[src/rtl/i2cseq_pkg.sv]
// Shared types for the I2C transaction frame sequencer.
package i2cseq_pkg;

    // Primitive codes seen by the bit engine; values are part of the port contract.
    typedef enum logic [2:0] {
        OP_NONE   = 3'd0,
        OP_START  = 3'd1,
        OP_RSTART = 3'd2,
        OP_ADDR   = 3'd3,
        OP_WRITE  = 3'd4,
        OP_READ   = 3'd5,
        OP_STOP   = 3'd6
    } op_e;

    // Sequencer states.
    typedef enum logic [2:0] {
        ST_IDLE,
        ST_COND,
        ST_ADDR,
        ST_FETCH,
        ST_DATA,
        ST_HOLD,
        ST_STOP,
        ST_DRAIN
    } st_e;

    // One primitive with its operands.
    typedef struct packed {
        op_e        op;
        logic [7:0] data;
        logic       ack;
    } prim_t;

endpackage

[src/rtl/i2cseq_req_latch.sv]
// Captures start and end markers from the parser until the controller takes them.
// Assumes at most one start marker is pending at a time. stop_first records that
// the pending end marker precedes the pending start marker in host order.
module i2cseq_req_latch #(
    parameter int CNT_W = 8
) (
    input  logic             clk,
    input  logic             rst_n,
    input  logic             fr_start,
    input  logic [7:0]       fr_addr,
    input  logic [CNT_W-1:0] fr_count,
    input  logic             fr_stop,
    input  logic             take_start,
    input  logic             take_stop,
    output logic             pend_start,
    output logic [7:0]       pend_addr,
    output logic [CNT_W-1:0] pend_count,
    output logic             pend_stop,
    output logic             stop_first
);

    // Pending start marker with its address and count; a new marker wins over a take.
    always_ff @(posedge clk) begin
        if (!rst_n) begin
            pend_start <= 1'b0;
            pend_addr  <= '0;
            pend_count <= '0;
        end else if (fr_start) begin
            pend_start <= 1'b1;
            pend_addr  <= fr_addr;
            pend_count <= fr_count;
        end else if (take_start) begin
            pend_start <= 1'b0;
        end
    end

    // Pending end marker and whether it belongs before the pending start.
    always_ff @(posedge clk) begin
        if (!rst_n) begin
            pend_stop  <= 1'b0;
            stop_first <= 1'b0;
        end else if (fr_stop) begin
            pend_stop  <= 1'b1;
            stop_first <= !pend_start || take_start;
        end else if (take_stop) begin
            pend_stop  <= 1'b0;
            stop_first <= 1'b0;
        end
    end

endmodule

[src/rtl/i2cseq_prim_port.sv]
// Holds the one outstanding primitive toward the bit engine.
// A load takes priority over a completion, so back-to-back primitives keep
// valid high and change operands in the cycle after the done pulse.
module i2cseq_prim_port
    import i2cseq_pkg::*;
(
    input  logic  clk,
    input  logic  rst_n,
    input  logic  load,
    input  prim_t load_prim,
    input  logic  eng_done,
    output logic  cmd_valid,
    output prim_t cmd
);

    // Valid flag and operand register for the outstanding primitive.
    always_ff @(posedge clk) begin
        if (!rst_n) begin
            cmd_valid <= 1'b0;
            cmd       <= '{op: OP_NONE, data: 8'h00, ack: 1'b0};
        end else if (load) begin
            cmd_valid <= 1'b1;
            cmd       <= load_prim;
        end else if (eng_done) begin
            cmd_valid <= 1'b0;
        end
    end

endmodule

[src/rtl/i2cseq_ctrl.sv]
// Frame sequencer state machine. It walks start, address and data primitives
// for the current frame, then chooses stop or repeated start from the pending
// markers. It aborts on a refused address or write byte, and drains the rest of
// an aborted frame. Assumes the payload of an aborted frame reaches fr_wvalid
// before that frame's end marker.
module i2cseq_ctrl
    import i2cseq_pkg::*;
#(
    parameter int CNT_W = 8
) (
    input  logic             clk,
    input  logic             rst_n,
    input  logic             pend_start,
    input  logic [7:0]       pend_addr,
    input  logic [CNT_W-1:0] pend_count,
    input  logic             pend_stop,
    input  logic             stop_first,
    output logic             take_start,
    output logic             take_stop,
    input  logic             fr_wvalid,
    input  logic [7:0]       fr_wdata,
    output logic             fr_wready,
    output logic             prim_load,
    output prim_t            prim_next,
    input  logic             cmd_valid,
    input  logic             eng_done,
    input  logic             eng_nack,
    input  logic [7:0]       eng_rdata,
    output logic             host_rvalid,
    output logic [7:0]       host_rdata,
    input  logic             err_clr,
    output logic             err_flag
);

    localparam logic [CNT_W-1:0] CNT_ONE = CNT_W'(1);
    localparam logic [CNT_W-1:0] CNT_TWO = CNT_W'(2);

    st_e              state, nstate;
    logic [7:0]       cur_addr;
    logic [CNT_W-1:0] remain;
    logic             aborting;
    logic             load_cur, dec_remain, abort_go, done_ok, stop_due, is_read;

    assign done_ok  = eng_done && cmd_valid;
    assign stop_due = pend_stop && (stop_first || !pend_start);
    assign is_read  = cur_addr[0];

    // Next state and the primitive to load, chosen from state and engine response.
    always_comb begin
        nstate     = state;
        take_start = 1'b0;
        take_stop  = 1'b0;
        fr_wready  = 1'b0;
        prim_load  = 1'b0;
        prim_next  = '{op: OP_NONE, data: 8'h00, ack: 1'b0};
        load_cur   = 1'b0;
        dec_remain = 1'b0;
        abort_go   = 1'b0;
        case (state)
            ST_IDLE: begin
                if (stop_due) begin
                    take_stop = 1'b1;
                end else if (pend_start) begin
                    take_start     = 1'b1;
                    load_cur       = 1'b1;
                    prim_load      = 1'b1;
                    prim_next.op   = OP_START;
                    nstate         = ST_COND;
                end
            end
            ST_COND: begin
                if (done_ok) begin
                    prim_load      = 1'b1;
                    prim_next.op   = OP_ADDR;
                    prim_next.data = cur_addr;
                    nstate         = ST_ADDR;
                end
            end
            ST_ADDR: begin
                if (done_ok) begin
                    if (eng_nack) begin
                        abort_go = 1'b1;
                    end else if (remain == '0) begin
                        nstate = ST_HOLD;
                    end else if (is_read) begin
                        prim_load     = 1'b1;
                        prim_next.op  = OP_READ;
                        prim_next.ack = (remain != CNT_ONE);
                        nstate        = ST_DATA;
                    end else begin
                        nstate = ST_FETCH;
                    end
                end
            end
            ST_FETCH: begin
                fr_wready = 1'b1;
                if (fr_wvalid) begin
                    prim_load      = 1'b1;
                    prim_next.op   = OP_WRITE;
                    prim_next.data = fr_wdata;
                    nstate         = ST_DATA;
                end
            end
            ST_DATA: begin
                if (done_ok) begin
                    if (!is_read && eng_nack) begin
                        abort_go = 1'b1;
                    end else begin
                        dec_remain = 1'b1;
                        if (remain == CNT_ONE) begin
                            nstate = ST_HOLD;
                        end else if (is_read) begin
                            prim_load     = 1'b1;
                            prim_next.op  = OP_READ;
                            prim_next.ack = (remain != CNT_TWO);
                        end else begin
                            nstate = ST_FETCH;
                        end
                    end
                end
            end
            ST_HOLD: begin
                if (stop_due) begin
                    take_stop    = 1'b1;
                    prim_load    = 1'b1;
                    prim_next.op = OP_STOP;
                    nstate       = ST_STOP;
                end else if (pend_start) begin
                    take_start   = 1'b1;
                    load_cur     = 1'b1;
                    prim_load    = 1'b1;
                    prim_next.op = OP_RSTART;
                    nstate       = ST_COND;
                end
            end
            ST_STOP: begin
                if (done_ok) begin
                    nstate = aborting ? ST_DRAIN : ST_IDLE;
                end
            end
            ST_DRAIN: begin
                fr_wready = !pend_start;
                if (stop_due && !(fr_wvalid && !pend_start)) begin
                    take_stop = 1'b1;
                    nstate    = ST_IDLE;
                end else if (pend_start && !stop_due) begin
                    take_start   = 1'b1;
                    load_cur     = 1'b1;
                    prim_load    = 1'b1;
                    prim_next.op = OP_START;
                    nstate       = ST_COND;
                end
            end
            default: nstate = ST_IDLE;
        endcase
        if (abort_go) begin
            prim_load    = 1'b1;
            prim_next    = '{op: OP_STOP, data: 8'h00, ack: 1'b0};
            nstate       = ST_STOP;
        end
    end

    // State, current frame address, bytes remaining and abort marker.
    always_ff @(posedge clk) begin
        if (!rst_n) begin
            state    <= ST_IDLE;
            cur_addr <= 8'h00;
            remain   <= '0;
            aborting <= 1'b0;
        end else begin
            state <= nstate;
            if (load_cur) begin
                cur_addr <= pend_addr;
                remain   <= pend_count;
            end else if (dec_remain) begin
                remain <= remain - CNT_ONE;
            end
            if (abort_go) begin
                aborting <= 1'b1;
            end else if (load_cur) begin
                aborting <= 1'b0;
            end
        end
    end

    // Return path: one pulse per completed read byte.
    always_ff @(posedge clk) begin
        if (!rst_n) begin
            host_rvalid <= 1'b0;
            host_rdata  <= 8'h00;
        end else begin
            host_rvalid <= done_ok && (state == ST_DATA) && is_read;
            if (done_ok && (state == ST_DATA) && is_read) begin
                host_rdata <= eng_rdata;
            end
        end
    end

    // Sticky refusal flag; a new refusal wins over a clear.
    always_ff @(posedge clk) begin
        if (!rst_n) begin
            err_flag <= 1'b0;
        end else if (abort_go) begin
            err_flag <= 1'b1;
        end else if (err_clr) begin
            err_flag <= 1'b0;
        end
    end

endmodule

[src/rtl/i2c_frame_seq.sv]
// Top of the I2C transaction frame sequencer. It joins the marker latch, the
// controller and the primitive port. Assumes the bit engine returns one done
// pulse per primitive it sees valid.
module i2c_frame_seq
    import i2cseq_pkg::*;
#(
    parameter int CNT_W = 8
) (
    input  logic             clk,
    input  logic             rst_n,
    input  logic             fr_start,
    input  logic [7:0]       fr_addr,
    input  logic [CNT_W-1:0] fr_count,
    input  logic             fr_stop,
    input  logic             fr_wvalid,
    input  logic [7:0]       fr_wdata,
    output logic             fr_wready,
    output logic             eng_cmd_valid,
    output logic [2:0]       eng_cmd,
    output logic [7:0]       eng_wdata,
    output logic             eng_ack_rd,
    input  logic             eng_done,
    input  logic             eng_nack,
    input  logic [7:0]       eng_rdata,
    output logic             host_rvalid,
    output logic [7:0]       host_rdata,
    input  logic             err_clr,
    output logic             err_flag
);

    logic             pend_start, pend_stop, stop_first, take_start, take_stop;
    logic [7:0]       pend_addr;
    logic [CNT_W-1:0] pend_count;
    logic             prim_load;
    prim_t            prim_next, cmd;

    i2cseq_req_latch #(.CNT_W(CNT_W)) u_latch (
        .clk        (clk),
        .rst_n      (rst_n),
        .fr_start   (fr_start),
        .fr_addr    (fr_addr),
        .fr_count   (fr_count),
        .fr_stop    (fr_stop),
        .take_start (take_start),
        .take_stop  (take_stop),
        .pend_start (pend_start),
        .pend_addr  (pend_addr),
        .pend_count (pend_count),
        .pend_stop  (pend_stop),
        .stop_first (stop_first)
    );

    i2cseq_ctrl #(.CNT_W(CNT_W)) u_ctrl (
        .clk         (clk),
        .rst_n       (rst_n),
        .pend_start  (pend_start),
        .pend_addr   (pend_addr),
        .pend_count  (pend_count),
        .pend_stop   (pend_stop),
        .stop_first  (stop_first),
        .take_start  (take_start),
        .take_stop   (take_stop),
        .fr_wvalid   (fr_wvalid),
        .fr_wdata    (fr_wdata),
        .fr_wready   (fr_wready),
        .prim_load   (prim_load),
        .prim_next   (prim_next),
        .cmd_valid   (eng_cmd_valid),
        .eng_done    (eng_done),
        .eng_nack    (eng_nack),
        .eng_rdata   (eng_rdata),
        .host_rvalid (host_rvalid),
        .host_rdata  (host_rdata),
        .err_clr     (err_clr),
        .err_flag    (err_flag)
    );

    i2cseq_prim_port u_port (
        .clk       (clk),
        .rst_n     (rst_n),
        .load      (prim_load),
        .load_prim (prim_next),
        .eng_done  (eng_done),
        .cmd_valid (eng_cmd_valid),
        .cmd       (cmd)
    );

    assign eng_cmd    = cmd.op;
    assign eng_wdata  = cmd.data;
    assign eng_ack_rd = cmd.ack;

endmodule

[config.mk]
export PLATFORM = sky130hd
export DESIGN_NAME = i2c_frame_seq
export DESIGN_NICKNAME = d
export VERILOG_FILES = /design/src/rtl/i2cseq_pkg.sv /design/src/rtl/i2cseq_req_latch.sv /design/src/rtl/i2cseq_prim_port.sv /design/src/rtl/i2cseq_ctrl.sv /design/src/rtl/i2c_frame_seq.sv
export SDC_FILE = /design/constraint.sdc
export NUM_CORES = 1
export LEC_CHECK = 0
export ABC_AREA = 1
export CAP_MARGIN = 5
export CORE_MARGIN = 2
export CORE_UTILIZATION = 60
export DETAILED_ROUTE_END_ITERATION = 8
export DONT_BUFFER_PORTS = 1
export HOLD_SLACK_MARGIN = 0.06
export PLACE_DENSITY = 0.76
export SLEW_MARGIN = 20
export SYNTH_ARGS = -nofsm -noshare
export SYNTH_HDL_FRONTEND = slang
export SYNTH_SLANG_ARGS = --single-unit
[constraint.sdc]
create_clock -name clk -period 2.7 [get_ports clk]
set_input_delay 0 -clock clk [delete_from_list [all_inputs] [get_ports clk]]
set_output_delay 0 -clock clk [all_outputs]
set_load 0.01 [all_outputs]
* Yosys cells after proc, flatten, opt, wreduce, memory -nomap -nowiden
Cells that the tools add are included.
** Word-level totals
- Input bits :: 40
- Logic and storage cells :: 162
- Output and inout bits :: 24
- Register bits :: 62
** Cells by class
- Bitwise operators :: 1
- Eq/ne operators :: 30
- Muxes and demuxes :: 87
- Reductions and logical operators :: 26
- Add/subtract/negate cells :: 1
** Operators with widths (count)
- 3-bit two-way mux :: 28
- 1-bit two-way mux :: 44
- 3-bit one-hot mux with 8 select lines :: 1
- 3-bit one-hot mux with 7 select lines :: 1
- 10-bit AND reduction :: 2
- 8-bit two-way mux :: 2
- 8-bit one-hot mux with 2 select lines :: 1
- 3-bit by 1-bit inequality test with 1-bit output (second input constant) :: 5
- 3-bit equality test (second input constant) :: 4
- 12-bit two-way mux :: 1
- 3-bit by 2-bit inequality test with 1-bit output (second input constant) :: 4
- 2-bit nonzero test :: 6
- 11-bit two-way mux :: 1
- 10-bit two-way mux :: 1
- 1-bit one-hot mux with 2 select lines :: 5
- 8-bit by 1-bit equality test with 1-bit output (second input constant) :: 1
- 1-bit logical AND :: 8
- 8-bit logical NOT :: 1
- 2-bit by 1-bit inequality test with 1-bit output (second input constant) :: 4
- 2-bit inequality test (second input constant) :: 4
- 8-bit by 1-bit inequality test with 1-bit output (second input constant) :: 1
- 8-bit by 2-bit inequality test with 1-bit output (second input constant) :: 1
- 8-bit by 1-bit subtractor with 8-bit output (second input constant) :: 1
- 1-bit one-hot mux with 7 select lines :: 1
- 11 further kinds :: 17

* Longest topological paths before layout
Gate-level depths: netlist of run 1.
- Depth in word-level cells :: 10
- Depth in mapped cells :: 11
- Mapped depth without buffers :: 11

* Cells and area by module
From an unflattened synthesis of run 1, not the netlist that was laid out.
** Unflattened totals
- Cells, all modules :: 452
- Area total of the unflattened synthesis :: 3195.6 um^2
** Modules (own cells, without submodules)
- i2cseq_ctrl :: instances 1, cells each 313, sequential area each 600.6 um^2, area each 2048.2 um^2
- i2cseq_req_latch :: instances 1, cells each 82, sequential area each 380.4 um^2, area each 660.6 um^2
- i2cseq_prim_port :: instances 1, cells each 57, sequential area each 260.2 um^2, area each 486.7 um^2

* Least setup slack after synthesis of run 1
OpenSTA, ideal clock, no wires.
- Path kind :: flip-flop to flip-flop
- Start point :: register u_port.cmd_valid
- End point :: register, netlist name u_port.cmd[1]
- Library setup time :: 0.132 ns
- Path slack :: 1.226 ns
- Arrival :: 1.342 ns
- Required time :: 2.568 ns
- Cell stages (with the launch flop) :: 9
- Path buffers :: 2
- Clock period less this slack :: 1.474 ns
- Path through :: dfxtp_1 -> nand2_1 -> inv_1 -> nand4_2 -> and2_4 -> buf_6 -> buf_6 -> nand4_1 -> a21oi_1
** On the way
- Word-level cells in the longest chain between the ends :: 4
- Elaborated cells on any way between the ends :: 12
- Classes of those cells :: mux: 11; reduce/logical: 1
** RTL lines
- from (decl) :: line i2cseq_prim_port.sv:12 : output logic cmd_valid,
- from (signal assigned) :: line i2cseq_prim_port.sv:19 : cmd_valid <= 1'b0;
- from (signal assigned) :: line i2cseq_prim_port.sv:22 : cmd_valid <= 1'b1;
- from (signal assigned) :: line i2cseq_prim_port.sv:25 : cmd_valid <= 1'b0;
- 1-bit logical AND * :: line i2cseq_ctrl.sv:44 : assign done_ok = eng_done && cmd_valid;
- 1-bit two-way mux (tied with other cells) :: line i2cseq_ctrl.sv:105 : if (done_ok) begin
- 1-bit one-hot mux with 7 select lines (tied with other cells) :: line i2cseq_ctrl.sv:59 : case (state)
- 1-bit two-way mux / 12-bit two-way mux (equally long branches) :: line i2cseq_ctrl.sv:156 : if (abort_go) begin
Mark *: on every way between the ends. The rest lies on a longest branch, timed or not.
A chain may end at the register's enable or synchronous reset.

* Worst setup path after layout of run 1
- Start point :: register u_ctrl.state[2]
- End point :: register u_latch.pend_stop
** On the way
- Word-level cells in the longest chain between the ends :: 4
- Elaborated cells on any way between the ends :: 6
- Classes of those cells :: eq/ne: 2; mux: 1; reduce/logical: 3
** RTL lines
- from (decl) :: line i2cseq_ctrl.sv:38 : st_e state, nstate;
- from (signal assigned) :: line i2cseq_ctrl.sv:171 : state <= nstate;
- 3-bit equality test / 3-bit logical NOT (equally long branches) :: line i2cseq_ctrl.sv:59
- 2-bit OR reduction (no line)
- 1-bit one-hot mux with 2 select lines * :: line i2cseq_ctrl.sv:59
- 2-bit nonzero test (no line) *
- to (signal assigned) :: line i2cseq_req_latch.sv:40 : pend_stop <= 1'b0;
- to (signal assigned) :: line i2cseq_req_latch.sv:43 : pend_stop <= 1'b1;
- to (signal assigned) :: line i2cseq_req_latch.sv:46 : pend_stop <= 1'b0;
- to (decl) :: line i2cseq_req_latch.sv:18 : output logic pend_stop,
Marked as above.

==> impl_metrics.csv, run 1 <==
group,metric,value,unit
outcome,outcome,"finished, final reports clean",
power,leakage,1.63,nW
critical_path,critPathTopFamily,"buffers and inverters",
logic_synthesis,synth.top_cells.by_area,"dfxtp_1 (41%), nand2_1 (8.4%), nor2_1 (7.4%)",
routing,drtAntennaViolNets,0,
critical_path,cp_max_fo,10,
hold_path,hold_end,"u_ctrl.state[2]",
power,clkPwrFrac,31.2,%
critical_path,path_class,"flip-flop to flip-flop",
timing,slew_headroom,51.4,%
clock_network,cts_tree,"done",
cells_and_area,antennaDiodeCount,0,
critical_path,endpoint_kind,"flip-flop",
critical_path,crit_buf_inv,3,
logic_synthesis,synth_cell_types,40,
timing,finalClockSkew,0.00694,ns
logic_synthesis,synthesis.area,3040,sq um
timing,slew_viol_final,0,
hold_path,hold_path_depth,6,
power,ir_worst_vdd,0.547,mV
placement,dpl.hpwl,4.81,mm
global_routing,antenna_found_initial,0,
die,coreArea,4820,sq um
global_routing,grt_pass1_wl,12.2,mm
power,internal_power,1.75,mW
critical_path,cpPeakStageDelay,0.57,ns
global_routing,grt_max_degree,41,
clock_network,cts_sinks,62,
logic_synthesis,dominantRegCellSynth,"dfxtp_1",
cells_and_area,fin_nets,516,
routing,drtIter0Drc,218,
critical_path,slowest_stage,"dfxtp_1",
die,pin_count,64,
clock_network,clockBufferDepth,2,
routing,wirelength,7.64,mm
timing,rsz0062_at_grt,"false",
power,p_sw_share,35.9,%
timing,hold_viol,0,
die,rows,25,
logic_synthesis,syn_inst,428,
clock_network,root_buffer,"clkbuf_8",
power,power.switching,0.977,mW
timing,worst_pin_slew,0.728,ns
critical_path,crit_required,2.99,ns
critical_path,regToRegSetupSlack,0.58,ns
clock_network,cts-htree-levels,3,
clock_network,cts_buffers,9,
logic_synthesis,synth_edf_count,0,
logic_synthesis,syn_area_per_cell,7.10,sq um
cells_and_area,fin_util,77.4,%
logic_synthesis,yosysWarnings,0,
logic_synthesis,synth.net_count,472,
critical_path,crit_path_start_kind,"flip-flop",
logic_synthesis,ys_seq_area_share,40.8,%
logic_synthesis,synth-async-reset-ratio,0,%
timing,fmax,0.471,GHz
routing,drc,0,
hold_path,hold_class,"primary input to flip-flop",
timing,period_needed,2.12,ns
placement,gp_congestion,0.910,
logic_synthesis,yosys.area.top_type_share,40.8,%
global_routing,gr-usage-all-layers,28.5,%
routing,dr_total_vias,3043,
run,drv_cap,0,
die,die_w,75.2,um
critical_path,r2r_cells,9,
cells_and_area,drive_gt1_share,7.55,%
timing,fin_tns_setup,0,ns
die,die_y,75.2,um
routing,drt_pre_antenna_iters,5,
critical_path,r2r-end,"u_latch.pend_stop",
power,power.density,730,nW/um^2
timing,setup_viol_count_final,0,
cells_and_area,area_growth,22.7,%
power,combPwrFrac,27.6,%
critical_path,worstReg2RegStart,"u_ctrl.state[2]",
die,start_util,63.1,%
clock_network,cts.clk_slew.worst_paths,0.08,ns
global_routing,grt-ovfl-total,0,
global_routing,grt_pass1_vias,2674,
logic_synthesis,synth_area_leader_cell,"dfxtp_1",
routing,wl_per_cell,14.0,um
power,p_seq_share,41.2,%
critical_path,crit_top_cell,"nand2_1",
die,die_area,5650,sq um
clock_network,clkLatencyLatePin,0.34,ns
logic_synthesis,ys_ff_latch,62,
timing,post-route-period-util,78.6,%
placement,io_buffers,0,
critical_path,crit_chain,"inv_1 > nand2_1 > nor2_1 > nor3_1 > nand2_1 > o21bai_1 > nand2_1 > dlygate4sd3_1 > inv_1",
routing,viasPerCell,5.59,
hold_path,hp-start,"eng_nack",
critical_path,arrival,2.42,ns
through the flow:
stage                     setup slack [ns]  instances  area, sq um  total power, mW  hold slack, ns
after floorplan                       1.23        428         3040             1.70           0.135
after global placement               0.760        479         3020             1.79           0.102
after detailed placement             0.653        479         3020             1.80           0.107
after CTS                            0.617        544         3730             2.71          0.0642
after global routing                 0.337        544         3730             2.89           0.136
final                                0.577        544         3730             2.72          0.0771
layout make-up:
type	count	area (sq um)
multi-input cells	294	1490
flip-flops and latches	62	1240
fillers	381	1090
repair buffers	49	500
inverters	56	210
clock buffers	10	138
well taps	67	83.8
clock inverters	6	67.6
routing by layer:
layer	part of all wire (%)	GRT usage (%)	vias to the layer above
met4	2.1	12.1	0
li1	-	-	1494
met5	0	0	-
met3	5.5	6.29	20
met2	47	45.9	122
met1	45	36.9	1407
worst min-delay path: stages:
cell	delay (ns)
nand4_2	0.07
nand3b_1	0.07
nand2_1	0.05
inv_1	0.04
nand3_1	0.08
a21oi_1	0.06
power groups by stage:
stage          clock network, mW  logic (mW)  registers, mW
2_1_floorplan                  0       0.591           1.10
3_3_place_gp                   0       0.653           1.14
3_5_place_dp                   0       0.664           1.14
4_1_cts                    0.852       0.739           1.12
5_1_grt                    0.897       0.854           1.14
6_report                   0.849       0.752           1.12
how the worst max path moves through the flow:
stage	from	end	slack, ns	depth (start not counted)
3_3_place_gp	u_ctrl.state[2]	u_ctrl.remain[4]	0.76	10
5_1_grt	u_ctrl.state[2]	u_ctrl.remain[6]	0.34	10
3_5_place_dp	u_ctrl.state[2]	u_ctrl.remain[6]	0.65	10
2_1_floorplan	u_port.cmd_valid	u_port.cmd[1]	1.23	8
6_report	u_ctrl.state[2]	u_latch.pend_stop	0.58	9
4_1_cts	u_ctrl.state[2]	u_latch.pend_stop	0.62	9
registers in the layout, summed over array words and instances (netlist names):
| name | count |
|---|---|
| u_port.cmd | 12 |
| u_ctrl.cur_addr | 8 |
| u_ctrl.host_rdata | 8 |
| u_ctrl.remain | 8 |
| u_latch.pend_addr | 8 |
| u_latch.pend_count | 8 |
| u_ctrl.state | 3 |
| u_ctrl.aborting | 1 |
| u_ctrl.err_flag | 1 |
| u_ctrl.host_rvalid | 1 |
| u_latch.pend_start | 1 |
| u_latch.pend_stop | 1 |
| u_latch.stop_first | 1 |
| u_port.cmd_valid | 1 |
what timing repair did:
item | in CTS | in global routing
endpoints found under the setup margin | 0 | 0
buffers inserted | 0 | 0
resized for setup | 0 | 0
hold buffers | 49 | 0
endpoints found under the hold margin | 51 | 0
cell usage after synthesis (4+ instances only):
| cell | number |
|---|---|
| nor2_1 | 60 |
| nand3_1 | 17 |
| nor2_4 | 4 |
| buf_6 | 4 |
| o21ai_0 | 44 |
| nand4_1 | 13 |
| xor2_1 | 4 |
| clkbuf_1 | 8 |
| nand2_1 | 68 |
| a22oi_1 | 8 |
| inv_2 | 4 |
| inv_1 | 50 |
| dfxtp_1 | 62 |
| ha_1 | 4 |
| a21oi_1 | 38 |
| nor3_1 | 5 |
cells in the final DEF, fill, tap and decap left out, types with 3 or more instances in the layout:
cell,instances
o21ai_0,44
nor2_2,3
a22oi_1,8
inv_1,50
a21oi_1,38
nand3_1,17
nand4_1,13
nor2_1,60
ha_1,4
xor2_1,4
a31oi_1,3
nor2_4,4
nand2_1,68
dlygate4sd3_1,48
o211ai_1,3
nor3_1,5
dfxtp_1,62
clkbuf_8,10
inv_2,4
logic make-up after synthesis:
group	synth area share, %
adder cells (fa/ha/maj)	1.65
buffers and inverters	10.2
XOR/XNOR	1.15
AO/OA/AOI/OAI	18.9
AND/OR/NAND/NOR	27.3
flip-flops	40.8
Power figures use the tool's default switching activity.
==> run 2, diff against run 1 <==
--- a/config.mk
+++ b/config.mk
@@ -8,11 +8,11 @@
 export ABC_AREA = 1
 export CAP_MARGIN = 5
 export CORE_MARGIN = 2
-export CORE_UTILIZATION = 60
+export CORE_UTILIZATION = 57
 export DETAILED_ROUTE_END_ITERATION = 8
 export DONT_BUFFER_PORTS = 1
 export HOLD_SLACK_MARGIN = 0.06
-export PLACE_DENSITY = 0.76
+export PLACE_DENSITY = 0.75
 export SLEW_MARGIN = 20
 export SYNTH_ARGS = -nofsm -noshare
 export SYNTH_HDL_FRONTEND = slang
==> constraint.sdc (replaced) <==
create_clock -name clk -period 1.9 [get_ports clk]
set_input_delay 0 -clock clk [delete_from_list [all_inputs] [get_ports clk]]
set_output_delay 0 -clock clk [all_outputs]
set_load 0.01 [all_outputs]
==> impl_metrics.csv, run 2 (same netlist as run 1, synthesis figures left out) <==
group,metric,value,unit
outcome,outcome,"finished, final reports clean",
routing,drtAntennaViolNets,0,
global_routing,gr-usage-all-layers,28.4,%
placement,dpl.cell_count,487,
critical_path,cp-startpoint,"u_ctrl.state[1]",
power,clkPwrFrac,33.3,%
cells_and_area,n_fill_cell,407,
global_routing,grt_pass1_vias,2974,
critical_path,endpoint_kind,"flip-flop",
placement,gp_congestion,0.930,
timing,slew_viol_final,0,
cells_and_area,instances_no_fill,551,
clock_network,cts_buffers,9,
critical_path,worstReg2RegStart,"u_ctrl.state[1]",
clock_network,cts_tree,"done",
cells_and_area,area_growth,24.7,%
timing,fmax,0.584,GHz
die,rows,26,
clock_network,cts.clk_slew.worst_paths,0.07,ns
cells_and_area,final_cell_mix,"nand2_1 (68), dfxtp_1 (62), nor2_1 (60)",
routing,drc,0,
power,ir_worst_vdd,0.704,mV
power,p_seq_share,39.0,%
timing,setup_viol_count_final,0,
critical_path,arrival,1.94,ns
critical_path,regToRegSetupSlack,0.19,ns
critical_path,cp_max_fo,9,
timing,worst_pin_slew,0.666,ns
die,die_area,5930,sq um
cells_and_area,drive_gt1_share,8.73,%
clock_network,clockBufferDepth,2,
timing,period_needed,1.71,ns
timing,rsz0062_at_grt,"false",
critical_path,endpoint,"u_ctrl.host_rdata[1]",
routing,dr_total_vias,3060,
routing,viasPerCell,5.55,
critical_path,path_class,"flip-flop to flip-flop",
critical_path,crit_path_start_kind,"flip-flop",
routing,drt_pre_antenna_iters,4,
hold_path,hold_class,"primary input to flip-flop",
timing,finalClockSkew,0.0122,ns
placement,dpl.hpwl,5.07,mm
die,start_util,59.1,%
routing,wirelength,8.16,mm
cells_and_area,largest_reg_flops,12,
power,leakage,1.67,nW
cells_and_area,antennaDiodeCount,0,
die,pin_count,64,
global_routing,grt_pass1_wl,13.4,mm
die,coreArea,5140,sq um
timing,slew_headroom,55.5,%
global_routing,grt_max_degree,41,
cells_and_area,fin_nets,520,
critical_path,r2r-end,"u_ctrl.host_rdata[1]",
cells_and_area,layout_commonest_cell,"nand2_1",
clock_network,clkLatencyLatePin,0.35,ns
power,p_sw_share,35.0,%
power,power.density,1070,nW/um^2
global_routing,grt-ovfl-total,0,
power,combPwrFrac,27.6,%
cells_and_area,regMostFlops,"u_port.cmd",
power,power.switching,1.43,mW
cells_and_area,fin_area,3790,sq um
routing,drtIter0Drc,257,
run,drv_cap,0,
critical_path,r2r_cells,8,
timing,fin_tns_setup,0,ns
timing,hold_viol,0,
placement,io_buffers,0,
global_routing,antenna_found_initial,0,
routing,wl_per_cell,14.8,um
clock_network,root_buffer,"clkbuf_8",
placement,dpl_cell_area,3070,sq um
timing,post-route-period-util,90.1,%
clock_network,cts-htree-levels,3,
power,internal_power,2.64,mW
clock_network,cts_sinks,62,
die,die_y,77.0,um
die,die_w,77.0,um
critical_path,crit_required,2.13,ns
## run 2: metal layers
metal  vias up  GRT usage [%]  wire, um
met1      1422           32.8      3410
li1       1504              -         -
met3        25           5.76       420
met5         -              0         0
met4         0           14.3       196
met2       109           49.6      4140
## run 2: final cells by class
| type | instances | area [sq um] | area share (%) |
|---|---|---|---|
| repair buffers | 53 | 528 | 13.9 |
| multi-input cells | 294 | 1490 | 39.3 |
| inverters | 56 | 214 | 5.65 |
| well taps | 70 | 87.6 | 2.31 |
| flip-flops and latches | 62 | 1240 | 32.8 |
| clock inverters | 6 | 92.6 | 2.44 |
| clock buffers | 10 | 138 | 3.63 |
## run 2: worst max-delay path, cell delays in order (launching register included)
cell and delay (ns):
dfxtp_1 0.39, nor2_2 0.18, nand2_4 0.11, nor2_1 0.18, inv_1 0.10, nor2_4 0.20
clkinvlp_4 0.23, nor2_1 0.15, nor2_1 0.06
## run 2: worst min-delay path by stage
stage	start	endpoint	cells past startpoint
after global routing	fr_wvalid	u_ctrl.state[2]	6
after detailed placement	rst_n	u_latch.pend_stop	2
after global placement	rst_n	u_ctrl.err_flag	2
after floorplan	fr_count[7]	u_latch.pend_count[7]	2
final	eng_nack	u_ctrl.state[2]	6
after CTS	eng_nack	u_ctrl.state[2]	6
## run 2: what timing repair did
| action | CTS | global route |
|---|---|---|
| setup buffers | 0 | 0 |
| setup endpoints to repair | 0 | 5 |
| hold buffers | 48 | 0 |
| gates resized for setup | 0 | 1 |
| hold endpoints to repair | 51 | 0 |
## run 2: stage by stage
step / power (mW) / utilization (%) / hold WS, ns / setup WS [ns]
after floorplan: 2.41 / - / 0.135 / 0.426
after global placement: 2.60 / 59.6 / 0.101 / 0.198
after detailed placement: 2.60 / 59.6 / 0.105 / 0.193
after CTS: 4.03 / 73.7 / 0.0752 / 0.178
after global routing: 4.28 / 73.7 / 0.120 / 0.0249
final: 4.07 / 73.7 / 0.0870 / 0.188
## run 2: power groups by stage
stage | Clock, mW | Sequential (mW) | Combinational, mW
final | 1.36 | 1.59 | 1.12
after global routing | 1.42 | 1.60 | 1.25
after CTS | 1.35 | 1.58 | 1.10
after detailed placement | 0 | 1.61 | 0.990
after global placement | 0 | 1.61 | 0.991
after floorplan | 0 | 1.57 | 0.840
